File: config.mk
export PLATFORM = sky130hd
export DESIGN_NAME = ptw_top
export DESIGN_NICKNAME = d
export VERILOG_FILES = /design/src/rtl/ptw_pkg.sv /design/src/rtl/ptw_tlb.sv /design/src/rtl/ptw_walk.sv /design/src/rtl/ptw_top.sv
export SDC_FILE = /design/constraint.sdc
export NUM_CORES = 1
export LEC_CHECK = 0
export ABC_AREA = 1
export BUFFER_PORTS_ARGS = -buffer_cell sky130_fd_sc_hd__buf_2
export CAP_MARGIN = 20
export CORE_MARGIN = 2
export CORE_UTILIZATION = 49
export CTS_CLUSTER_DIAMETER = 200
export DETAILED_ROUTE_END_ITERATION = 7
export PLACE_DENSITY = 0.7
export SYNTH_ARGS = -nofsm -noshare
export SYNTH_HDL_FRONTEND = slang
export SYNTH_SLANG_ARGS = --single-unit
File: constraint.sdc
create_clock -name clk -period 2.05 [get_ports clk]
set_input_delay 0.1025 -clock clk [delete_from_list [all_inputs] [get_ports clk]]
set_output_delay 0.1025 -clock clk [all_outputs]
set_load 0.005 [all_outputs]
File: src/rtl/ptw_pkg.sv
package ptw_pkg;
   localparam int PTE_P = 0;
   localparam int PTE_W = 1;
   localparam int PTE_U = 2;
   localparam int PTE_A = 5;
   localparam int PTE_D = 6;

   typedef enum logic [1:0] {
      CAUSE_NONE   = 2'b00,
      CAUSE_NP_DIR = 2'b01,
      CAUSE_NP_TBL = 2'b10,
      CAUSE_PROT   = 2'b11
   } cause_e;

   typedef enum logic [2:0] {
      WK_IDLE, WK_RD_DIR, WK_RD_TBL, WK_WR_DIR, WK_WR_TBL, WK_RESP
   } walk_state_e;
endpackage

File: src/rtl/ptw_tlb.sv
module ptw_tlb #(
   parameter int ENTRIES = 8,
   parameter int TAG_W   = 20,
   parameter int FRAME_W = 20
) (
   input  logic               clk,
   input  logic               rst_n,
   input  logic               flush,
   input  logic               fill,
   input  logic [TAG_W-1:0]   tag,
   input  logic [FRAME_W-1:0] fill_frame,
   input  logic               fill_uok,
   input  logic               fill_wok,
   input  logic               fill_dirty,
   output logic               hit,
   output logic [FRAME_W-1:0] hit_frame,
   output logic               hit_uok,
   output logic               hit_wok,
   output logic               hit_dirty
);
   localparam int IDX_W = $clog2(ENTRIES);

   if (ENTRIES < 2 || (ENTRIES & (ENTRIES - 1)) != 0) begin : g_bad_entries
      $error("ptw_tlb: ENTRIES must be a power of two of at least 2");
   end

   logic [ENTRIES-1:0] match;
   logic [IDX_W-1:0]   rr_q;
   logic               vld_q   [ENTRIES];
   logic [TAG_W-1:0]   tag_q   [ENTRIES];
   logic [FRAME_W-1:0] frame_q [ENTRIES];
   logic               uok_q   [ENTRIES];
   logic               wok_q   [ENTRIES];
   logic               dirty_q [ENTRIES];

   assign hit = |match;

   for (genvar i = 0; i < ENTRIES; i++) begin : g_entry
      logic sel;
      assign match[i] = vld_q[i] && (tag_q[i] == tag);
      assign sel = fill && (hit ? match[i] : (rr_q == IDX_W'(i)));

      always_ff @(posedge clk or negedge rst_n) begin
         if (!rst_n) begin
            vld_q[i]   <= 1'b0;
            tag_q[i]   <= '0;
            frame_q[i] <= '0;
            uok_q[i]   <= 1'b0;
            wok_q[i]   <= 1'b0;
            dirty_q[i] <= 1'b0;
         end else if (flush) begin
            vld_q[i]   <= 1'b0;
         end else if (sel) begin
            vld_q[i]   <= 1'b1;
            tag_q[i]   <= tag;
            frame_q[i] <= fill_frame;
            uok_q[i]   <= fill_uok;
            wok_q[i]   <= fill_wok;
            dirty_q[i] <= fill_dirty;
         end
      end
   end

   always_ff @(posedge clk or negedge rst_n) begin
      if (!rst_n)                       rr_q <= '0;
      else if (flush)                   rr_q <= '0;
      else if (fill && !hit)            rr_q <= rr_q + 1'b1;
   end

   always_comb begin
      hit_frame = '0;
      hit_uok   = 1'b0;
      hit_wok   = 1'b0;
      hit_dirty = 1'b0;
      for (int i = 0; i < ENTRIES; i++) begin
         if (match[i]) begin
            hit_frame = hit_frame | frame_q[i];
            hit_uok   = hit_uok | uok_q[i];
            hit_wok   = hit_wok | wok_q[i];
            hit_dirty = hit_dirty | dirty_q[i];
         end
      end
   end

   AST_TAG_UNIQUE: assert property (@(posedge clk) disable iff (!rst_n)
      $onehot0(match));
   AST_FLUSH_EMPTIES: assert property (@(posedge clk) disable iff (!rst_n)
      flush |=> !hit);
endmodule

File: src/rtl/ptw_walk.sv
module ptw_walk
   import ptw_pkg::*;
(
   input  logic        clk,
   input  logic        rst_n,
   input  logic        start,
   input  logic [19:0] vpn,
   input  logic        wr,
   input  logic        us,
   input  logic [19:0] base_frame,
   output logic        mem_req,
   output logic        mem_we,
   output logic [31:0] mem_addr,
   output logic [31:0] mem_wdata,
   input  logic        mem_ack,
   input  logic [31:0] mem_rdata,
   output logic        idle,
   output logic        done,
   output cause_e      cause,
   output logic [19:0] frame,
   output logic        uok,
   output logic        wok,
   output logic        dirty
);
   walk_state_e st_q;
   cause_e      cause_q;
   logic [31:0] dir_q, tbl_q;
   logic [31:0] dir_addr, tbl_addr, tbl_set;
   logic        rd_uok, rd_wok, rd_prot;

   assign dir_addr = {base_frame, vpn[19:10], 2'b00};
   assign tbl_addr = {dir_q[31:12], vpn[9:0], 2'b00};

   // rights seen when the table entry arrives
   assign rd_uok  = dir_q[PTE_U] && mem_rdata[PTE_U];
   assign rd_wok  = dir_q[PTE_W] && mem_rdata[PTE_W];
   assign rd_prot = us && (!rd_uok || (wr && !rd_wok));

   function automatic logic tbl_needs_wb(input logic [31:0] e, input logic w);
      return !e[PTE_A] || (w && !e[PTE_D]);
   endfunction

   always_comb begin
      tbl_set = tbl_q;
      tbl_set[PTE_A] = 1'b1;
      if (wr) tbl_set[PTE_D] = 1'b1;
   end

   always_ff @(posedge clk or negedge rst_n) begin
      if (!rst_n) begin
         st_q    <= WK_IDLE;
         cause_q <= CAUSE_NONE;
         dir_q   <= '0;
         tbl_q   <= '0;
      end else begin
         unique case (st_q)
            WK_IDLE: if (start) begin
               st_q    <= WK_RD_DIR;
               cause_q <= CAUSE_NONE;
            end
            WK_RD_DIR: if (mem_ack) begin
               dir_q <= mem_rdata;
               if (!mem_rdata[PTE_P]) begin
                  cause_q <= CAUSE_NP_DIR;
                  st_q    <= WK_RESP;
               end else begin
                  st_q    <= WK_RD_TBL;
               end
            end
            WK_RD_TBL: if (mem_ack) begin
               tbl_q <= mem_rdata;
               if (!mem_rdata[PTE_P]) begin
                  cause_q <= CAUSE_NP_TBL;
                  st_q    <= WK_RESP;
               end else if (rd_prot) begin
                  cause_q <= CAUSE_PROT;
                  st_q    <= WK_RESP;
               end else if (!dir_q[PTE_A])              st_q <= WK_WR_DIR;
               else if (tbl_needs_wb(mem_rdata, wr))    st_q <= WK_WR_TBL;
               else                                     st_q <= WK_RESP;
            end
            WK_WR_DIR: if (mem_ack) begin
               dir_q[PTE_A] <= 1'b1;
               st_q <= tbl_needs_wb(tbl_q, wr) ? WK_WR_TBL : WK_RESP;
            end
            WK_WR_TBL: if (mem_ack) begin
               tbl_q <= tbl_set;
               st_q  <= WK_RESP;
            end
            default: st_q <= WK_IDLE;
         endcase
      end
   end

   always_comb begin
      mem_req   = (st_q == WK_RD_DIR) || (st_q == WK_RD_TBL) ||
                  (st_q == WK_WR_DIR) || (st_q == WK_WR_TBL);
      mem_we    = (st_q == WK_WR_DIR) || (st_q == WK_WR_TBL);
      mem_addr  = ((st_q == WK_RD_DIR) || (st_q == WK_WR_DIR)) ? dir_addr : tbl_addr;
      mem_wdata = tbl_set;
      if (st_q == WK_WR_DIR) begin
         mem_wdata = dir_q;
         mem_wdata[PTE_A] = 1'b1;
      end
   end

   assign idle  = (st_q == WK_IDLE);
   assign done  = (st_q == WK_RESP);
   assign cause = cause_q;
   assign frame = tbl_q[31:12];
   assign uok   = dir_q[PTE_U] && tbl_q[PTE_U];
   assign wok   = dir_q[PTE_W] && tbl_q[PTE_W];
   assign dirty = tbl_q[PTE_D] || wr;

   AST_WB_SETS_ACCESSED: assert property (@(posedge clk) disable iff (!rst_n)
      (mem_req && mem_we) |-> mem_wdata[PTE_A]);
   AST_WB_NEVER_ON_FAULT: assert property (@(posedge clk) disable iff (!rst_n)
      (mem_req && mem_we) |-> (cause_q == CAUSE_NONE));
   AST_DIR_DIRTY_KEPT: assert property (@(posedge clk) disable iff (!rst_n)
      (st_q == WK_WR_DIR) |-> (mem_wdata[PTE_D] == dir_q[PTE_D]));
   AST_DIRTY_ONLY_WRITE: assert property (@(posedge clk) disable iff (!rst_n)
      ((st_q == WK_WR_TBL) && mem_wdata[PTE_D]) |-> (wr || tbl_q[PTE_D]));
endmodule

File: src/rtl/ptw_top.sv
module ptw_top
   import ptw_pkg::*;
#(
   parameter int TLB_ENTRIES = 8
) (
   input  logic        clk,
   input  logic        rst_n,
   input  logic        base_we,
   input  logic [31:0] base_wdata,
   input  logic        req_valid,
   output logic        req_ready,
   input  logic [31:0] req_lin,
   input  logic        req_write,
   input  logic        req_user,
   output logic        rsp_fault,
   output logic [1:0]  rsp_cause,
   output logic [2:0]  rsp_code,
   output logic [31:0] rsp_phys,
   output logic        mem_req,
   output logic        mem_we,
   output logic [31:0] mem_addr,
   output logic [31:0] mem_wdata,
   input  logic        mem_ack,
   input  logic [31:0] mem_rdata
);
   localparam int OFF_W = 12;
   localparam int VPN_W = 32 - OFF_W;

   logic [VPN_W-1:0] base_q, hit_frame, wk_frame, frame_sel;
   logic             stale_q;
   logic             hit, hit_uok, hit_wok, hit_dirty, use_hit, hit_prot;
   logic             wk_idle, wk_done, wk_uok, wk_wok, wk_dirty, start, fill;
   cause_e           wk_cause, cause_sel;

   always_ff @(posedge clk or negedge rst_n) begin
      if (!rst_n)        base_q <= '0;
      else if (base_we)  base_q <= base_wdata[31:OFF_W];
   end

   // a base reload during a walk keeps the stale result out of the cache
   always_ff @(posedge clk or negedge rst_n) begin
      if (!rst_n)                   stale_q <= 1'b0;
      else if (base_we && !wk_idle) stale_q <= 1'b1;
      else if (wk_done)             stale_q <= 1'b0;
   end

   assign use_hit  = hit && !(req_write && !hit_dirty);
   assign hit_prot = req_user && (!hit_uok || (req_write && !hit_wok));
   assign start    = req_valid && !use_hit;
   assign fill     = wk_done && (wk_cause == CAUSE_NONE) && !stale_q;

   ptw_tlb #(.ENTRIES(TLB_ENTRIES), .TAG_W(VPN_W), .FRAME_W(VPN_W)) u_tlb (
      .clk(clk), .rst_n(rst_n), .flush(base_we), .fill(fill),
      .tag(req_lin[31:OFF_W]), .fill_frame(wk_frame), .fill_uok(wk_uok),
      .fill_wok(wk_wok), .fill_dirty(wk_dirty), .hit(hit),
      .hit_frame(hit_frame), .hit_uok(hit_uok), .hit_wok(hit_wok),
      .hit_dirty(hit_dirty)
   );

   ptw_walk u_walk (
      .clk(clk), .rst_n(rst_n), .start(start), .vpn(req_lin[31:OFF_W]),
      .wr(req_write), .us(req_user), .base_frame(base_q),
      .mem_req(mem_req), .mem_we(mem_we), .mem_addr(mem_addr),
      .mem_wdata(mem_wdata), .mem_ack(mem_ack), .mem_rdata(mem_rdata),
      .idle(wk_idle), .done(wk_done), .cause(wk_cause), .frame(wk_frame),
      .uok(wk_uok), .wok(wk_wok), .dirty(wk_dirty)
   );

   always_comb begin
      if (wk_done) begin
         cause_sel = wk_cause;
         frame_sel = wk_frame;
      end else begin
         cause_sel = hit_prot ? CAUSE_PROT : CAUSE_NONE;
         frame_sel = hit_frame;
      end
   end

   assign req_ready = wk_done || (req_valid && use_hit && wk_idle);
   assign rsp_cause = cause_sel;
   assign rsp_fault = (cause_sel != CAUSE_NONE);
   assign rsp_code  = {req_user, req_write, cause_sel == CAUSE_PROT};
   assign rsp_phys  = rsp_fault ? '0 : {frame_sel, req_lin[OFF_W-1:0]};

   AST_READY_NEEDS_VALID: assert property (@(posedge clk) disable iff (!rst_n)
      req_ready |-> req_valid);
   AST_HIT_NO_MEMORY: assert property (@(posedge clk) disable iff (!rst_n)
      (req_ready && !wk_done) |-> !mem_req);
endmodule

* After elaboration in Yosys (flattened, before gate mapping)
Cells that the tools add are included.
Storage, ports and cells: register bits 445, bits of input ports 103, output and inout port bits 105, word-level logic and storage cells 300
Cells by class: add/sub/neg operators 1, eq/ne operators 28, muxes and demuxes 92, bitwise operators 30, reduce and logical (&&, ||, !) cells 92
Operators with widths (number):
- $mux 20 | 9
- $eq 20x20->1 | 8
- $or 20x20->20 | 7
- $mux 32 | 4
- $pmux 32 s2 | 1
- $mux 1 | 54
- $logic_and 1x1->1 | 35
- $mux 3 | 11
- $reduce_bool 2->1 | 13
- $or 1x1->1 | 21
- $eq 3x3->1 const B | 6
- $reduce_and 2->1 | 9
- $mux 2 | 8
- $pmux 3 s5 | 1
- $logic_not 1->1 | 14
- $eq 3x2->1 const B | 4
- $logic_or 1x1->1 | 11
- $ne 2x2->1 const B | 5
- $reduce_and 3->1 | 3
- $reduce_or 8->1 | 1
- $mux 7 | 1
- $eq 3x1->1 const B | 2
- $logic_not 3->1 | 2
- $mux 6 | 1
- 11 further kinds | 12

* Logic depth before layout (Yosys ltp)
depth after elaboration 25, depth in mapped cells 18, gate-level depth less buffers 16

* Cells and area by module
A second synthesis with hierarchy kept.
Unflattened totals: cell total of the unflattened synthesis 3018, area, all modules 23431.2 um^2
Modules (own cells, without submodules):
- ptw_tlb | instances 1, cells an instance 2341, area an instance 18157.4 um^2, seq. area each 8883.5 um^2
- ptw_walk | instances 1, cells an instance 498, area an instance 3882.5 um^2, seq. area each 1726.7 um^2
- ptw_top | instances 1, cells an instance 179, area an instance 1391.3 um^2, seq. area each 525.5 um^2

* Worst setup path after synthesis
No wires, ideal clock.
path type register to register, from reg u_walk.st_q[0], to reg u_tlb.frame_q[34] (netlist bit), library setup time 0.117 ns, arrival time 1.908 ns, data required time 1.933 ns, path slack 0.025 ns, cell stages (with the launch flop) 12, path buffers 2, period minus slack after synthesis 2.025 ns, cell sequence dfrtp_1 -> inv_2 -> nor2_1 -> nand2_1 -> nor4_1 -> inv_1 -> nor2_4 -> nand2_1 -> clkbuf_1 -> buf_1 -> nand3_1 -> nand2_1
On the way: cells in the longest elaborated chain, start to end 5
Ends and longest elaborated chain:
- start: declaration | RTL line ptw_walk.sv:25 | walk_state_e st_q;
- start signal: assignment | RTL line ptw_walk.sv:84 | st_q <= tbl_needs_wb(tbl_q, wr) ? WK_WR_TBL : WK_RESP;
- $eq 3x3->1 | RTL line ptw_walk.sv:108 | assign done = (st_q == WK_RESP);
- $logic_and 1x1->1 (2 in series) | RTL line ptw_top.sv:50 | assign fill = wk_done && (wk_cause == CAUSE_NONE) && !stale_q;
- $logic_and 1x1->1 | RTL line ptw_tlb.sv:41 | assign sel = fill && (hit ? match[i] : (rr_q == IDX_W'(i)));
- $reduce_and 2->1 (no source line)
- end signal: indexed assignment | RTL line ptw_tlb.sv:56 | frame_q[i] <= fill_frame;
- end: declaration | RTL line ptw_tlb.sv:31 | logic [FRAME_W-1:0] frame_q [ENTRIES];
No other way between the ends. A chain may end at the register's enable or synchronous reset.

* Worst setup path after layout
from reg u_tlb.tag_q[26] (netlist bit), to out rsp_phys[15]
On the way: cells in the longest elaborated chain, start to end 13, elaborated cells between the ends (all ways) 21, those cells by class eq/ne: 1; mux: 10; bitwise: 3; reduce/logical: 7
Ends and longest elaborated chain:
- start: declaration | RTL line ptw_tlb.sv:30 | logic [TAG_W-1:0] tag_q [ENTRIES];
- start signal: indexed assignment | RTL line ptw_tlb.sv:55 | tag_q[i] <= tag;
- $eq 20x20->1 (*) | RTL line ptw_tlb.sv:40 | assign match[i] = vld_q[i] && (tag_q[i] == tag);
- $logic_and 1x1->1 (*) | RTL line ptw_tlb.sv:40
- $mux 1 | RTL line ptw_tlb.sv:76 | if (match[i]) begin
- $or 1x1->1 | RTL line ptw_tlb.sv:79 | hit_wok = hit_wok | wok_q[i];
- $mux 1 | RTL line ptw_tlb.sv:76
- $logic_not 1->1 | RTL line ptw_top.sv:48 | assign hit_prot = req_user && (!hit_uok || (req_write && !hit_wok));
- $logic_and 1x1->1 | RTL line ptw_top.sv:48
- $logic_or 1x1->1 | RTL line ptw_top.sv:48
- $logic_and 1x1->1 | RTL line ptw_top.sv:48
- $mux 2 | RTL line ptw_top.sv:74 | cause_sel = hit_prot ? CAUSE_PROT : CAUSE_NONE;
- $mux 2 | RTL line ptw_top.sv:70 | if (wk_done) begin
- $reduce_bool 2->1 | RTL line ptw_top.sv:81 | assign rsp_fault = (cause_sel != CAUSE_NONE);
- $mux 32 (*) | RTL line ptw_top.sv:83 | assign rsp_phys = rsp_fault ? '0 : {frame_sel, req_lin[OFF_W-1:0]};
- end: declaration | RTL line ptw_top.sv:18 | output logic [31:0] rsp_phys,
Every way passes the cells marked *; elsewhere a longest branch is shown, timed or not.

==> out/metrics.yaml <==
hold_path:
  hp-class: "primary input to flop"
  hold_depth: 5
  min_from: "req_lin[14]"
  min_to: "u_tlb.tag_q[42]$_DFFE_PN0P_"
layout:
  synthToLayoutAreaGrowth_pct: 42.6
  nNetsFinal: 4057
  layout.cells.non_filler: 4604
  n_fill_cell: 3607
  drive_gt1_share_pct: 26.5
  final_core_util_pct: 70.5
critical_path:
  crit_path_frequent_cell: "nand2_1"
  critPathMaxFanout: 10
  rr_worst_depth: 21
  critPathKind: "flop to output pin"
  slowest_stage: "dfrtp_1"
  r2r-start: "u_tlb.tag_q[119]$_DFFE_PN0P_"
  slowest_delay_ns: 0.38
  critPathCaptureType: "output pin"
  reg2reg_to: "u_tlb.tag_q[24]$_DFFE_PN0P_"
  critPathArrivalTime_ns: 2.99
  r2r_setup_slack_ns: -0.67
  worstSetupStartpointType: "flop"
  cp.required_ns: 1.95
  path_buf_inv: 5
  worstPathCellList: "inv_1, nand2_1, nand2_1, nor2_1, nand2_1, nor2_4, nand3_1, inv_1, buf_12, buf_4, nand2_1, nand2_1, nor2_1, nand3_1, o21ai_0, nor2_1, buf_2"
  crit_family: "simple AND/OR/NAND/NOR gates"
power_and_ir_drop:
  seq_power_share_pct: 38.4
  cellInternalPower_uw: 18900
  p_sw_uw: 10100
  p_per_area_nw_per_um2: 867
  switching_share_pct: 34.9
  power_uw: 29000
  p_clk_share_pct: 33.7
  power_frac_comb_pct: 27.9
  irDropWorstVdd_uv: 821
  p_leak_uw: 0.0174
cts:
  clk_path_buf_depth: 3
  clkSinkCount: 445
  clk_pin_slew_ns: 0.06
  cts_root_buffer: "clkbuf_16"
  htree_levels: 2
  cts_tree: "built"
  clkLatencyLatePin_ns: 0.63
  cts_buffers: 49
routing:
  dr_total_vias: 26400
  post_drt_wl_per_cell_microns: 21.3
  drt_iter0_drc: 3812
  finalWirelength_mm: 98.0
  route.detailed.drc: 2
  first_pass_iters: 8
  ant_nets: 0
  via_per_inst: 5.73
synth:
  syn-cell-area_sq_um: 23500
  yosys_warnings: 0
  synthCells: 3282
  synth_seq_cells: 445
  ys_types: 42
  avgSynthCellArea_sq_um: 7.15
  yosysSeqAreaShare_pct: 47.5
sta:
  grt_setup_unrepaired: "true"
  final_hold_viol_count: 0
  min_period_over_period_pct: 151
  finalCriticalPeriod_ns: 3.10
  tightest_slew_ns: 0.637
  setup_viol: 456
  worst_hold_slack_ns: 0.0150
  max_slew_margin_pct: 57.1
  final_max_slew_viol_count: 0
  setup_ws_ns: -1.05
  skew_ns: 0.0337
  max_freq_ghz: 0.323
die:
  start_util_pct: 49.4
  fp-row-count: 80
  die_w_microns: 223
  core_region_area_sq_um: 47400
  io_pins: 208
  die_area_sq_um: 49600
  die_h_microns: 223
global_route:
  grt_max_degree: 72
  grt_pass1_wl_mm: 139
  grt_use_total_pct: 36.2
  grt-ovfl-total: 0
  antenna_found_initial: 2
  first_global_vias: 24600
place:
  gp_congestion: 1.01
  port_buffers: 192
  dp_hpwl_mm: 59.1
  placed_cells: 4320
run:
  max-cap-violations: 0
run_status:
  status: "complete, but fails checks"
  failed_checks: "DRC, setup timing"
## cells by family (layout without fill, tap and decap cells)
kind of cell	after synthesis	count (layout)	synth area share, %
xor gates and xnor gates	18	18	0.672
AOI/OAI and AO/OA	489	489	10.8
buffers and inverters	469	1173	8.89
other	2	4	0.0320
adders and majority gates	6	6	0.320
DFF	445	445	47.5
and+or+nand+nor	1853	1854	31.9
## synthesized netlist by cell type, drive strengths merged
cell	number	area, sq um
nand2	1334	5030
dfrtp	445	11100
o21ai	401	2030
inv	291	1090
nor2	275	1070
nand3	162	826
buf	101	699
clkbuf	77	290
a21oi	75	375
nand4	39	287
nor3	25	125
nand3b	15	113
xnor2	12	105
o211ai	8	83.8
ha	6	75.1
xor2	6	52.6
conb	2	7.51
o22ai	2	12.5
a31oi	1	6.26
and2	1	6.26
nor4	1	6.26
o2111ai	1	8.76
o22a	1	8.76
or2	1	6.26
## per-stage QoR
step / TNS [ns] / worst slack, ns / instance area (sq um)
2_1_floorplan: 0 / 0.0252 / 23500
3_3_place_gp: -180.19 / -0.575 / 28000
3_5_place_dp: -191.68 / -0.567 / 28000
4_1_cts: -165.41 / -0.925 / 31700
5_1_grt: -285.03 / -1.21 / 33400
6_report: -235.07 / -1.05 / 33400
## how the worst max path moves through the flow
stage	from	end	slack (ns)	cells past startpoint
detailed placement	req_lin[14]	u_tlb.tag_q[24]$_DFFE_PN0P_	-0.57	20
finish	u_tlb.tag_q[26]$_DFFE_PN0P_	rsp_phys[15]	-1.05	17
CTS	u_tlb.tag_q[13]$_DFFE_PN0P_	rsp_phys[15]	-0.93	19
global placement	req_lin[26]	rsp_phys[30]	-0.58	20
global route	u_tlb.tag_q[58]$_DFFE_PN0P_	rsp_phys[6]	-1.21	16
floorplan	u_walk.st_q[0]$_DFFE_PN0P_	u_tlb.frame_q[34]$_DFFE_PN0P_	0.03	11
## sequential cells by signal (all words and copies together), names as in the netlist
signal,cells
u_walk.dir_q,32
base_q,20
stale_q,1
u_tlb.uok_q,8
u_tlb.tag_q,160
u_tlb.rr_q,3
u_walk.cause,2
u_tlb.dirty_q,8
u_tlb.frame_q,160
u_tlb.vld_q,8
u_tlb.wok_q,8
u_walk.st_q,3
u_walk.tbl_q,32
## layer usage
metal | global-route usage (%) | up-vias | part of all wire, %
met5 | 0 | - | 0
met4 | 16.0 | 0 | 5.8
met3 | 8.49 | 444 | 13
met2 | 55.4 | 1859 | 44
met1 | 49.3 | 12400 | 38
li1 | - | 11700 | -
## tightest hold or removal path, stage by stage
cell and delay [ns]:
buf_2 0.13, buf_12 0.14, buf_12 0.13, nand2_2 0.06
o21ai_2 0.04
## timing repair
item	in CTS	in global routing
gates cloned	13	30
buffers inserted	25	38
setup endpoints to repair	457	458
gates resized for setup	122	317
hold buffers	99	0
pin swaps	23	72
endpoints found under the hold margin	598	0
## cells in the final DEF (no fill, tap or decap), types with 5 or more instances in the layout
master / Yosys / final
nor2_2: 5 / 29
o21ai_2: 6 / 34
buf_6: 15 / 36
nand3b_1: 15 / 15
nor2_4: 1 / 32
buf_12: 0 / 70
inv_2: 23 / 40
clkbuf_16: 0 / 72
dfrtp_1: 445 / 444
nand2_1: 1329 / 1231
nand4_1: 35 / 35
nand3_1: 159 / 143
xnor2_1: 12 / 9
nand2_8: 0 / 6
clkbuf_8: 0 / 11
buf_8: 0 / 9
nor3_1: 25 / 20
nand2_2: 2 / 94
buf_2: 43 / 189
ha_1: 6 / 6
buf_4: 41 / 353
clkinv_2: 0 / 11
o21ai_1: 68 / 102
nand3_2: 3 / 12
buf_16: 0 / 11
nor2_1: 268 / 213
dlygate4sd3_1: 0 / 99
nand3_4: 0 / 7
xor2_1: 6 / 5
a21oi_1: 75 / 75
clkbuf_1: 76 / 5
bufinv_16: 0 / 7
o211ai_1: 5 / 5
o21ai_0: 327 / 263
inv_1: 267 / 249
## cell type report
cell class              instances  area, sq um  area share, %
diodes                          1         2.50        0.00748
clock buffers                  65         1400           4.17
clock inverters                26          373           1.11
inverters                     291         1100           3.29
multi-input cells            2370        11200           33.6
flip-flops and latches        445        11100           33.3
well taps                     615          769           2.30
repair buffers                791         7440           22.2
## power by group through the flow
stage | sequential (uW) | clock (uW) | combinational [uW]
6_report | 11100 | 9780 | 8080
2_1_floorplan | 10700 | 0 | 3480
5_1_grt | 11200 | 10200 | 8800
3_3_place_gp | 11100 | 0 | 6800
3_5_place_dp | 11100 | 0 | 6880
4_1_cts | 11000 | 9750 | 7480
Note: power is estimated with default switching activity, not from simulation.
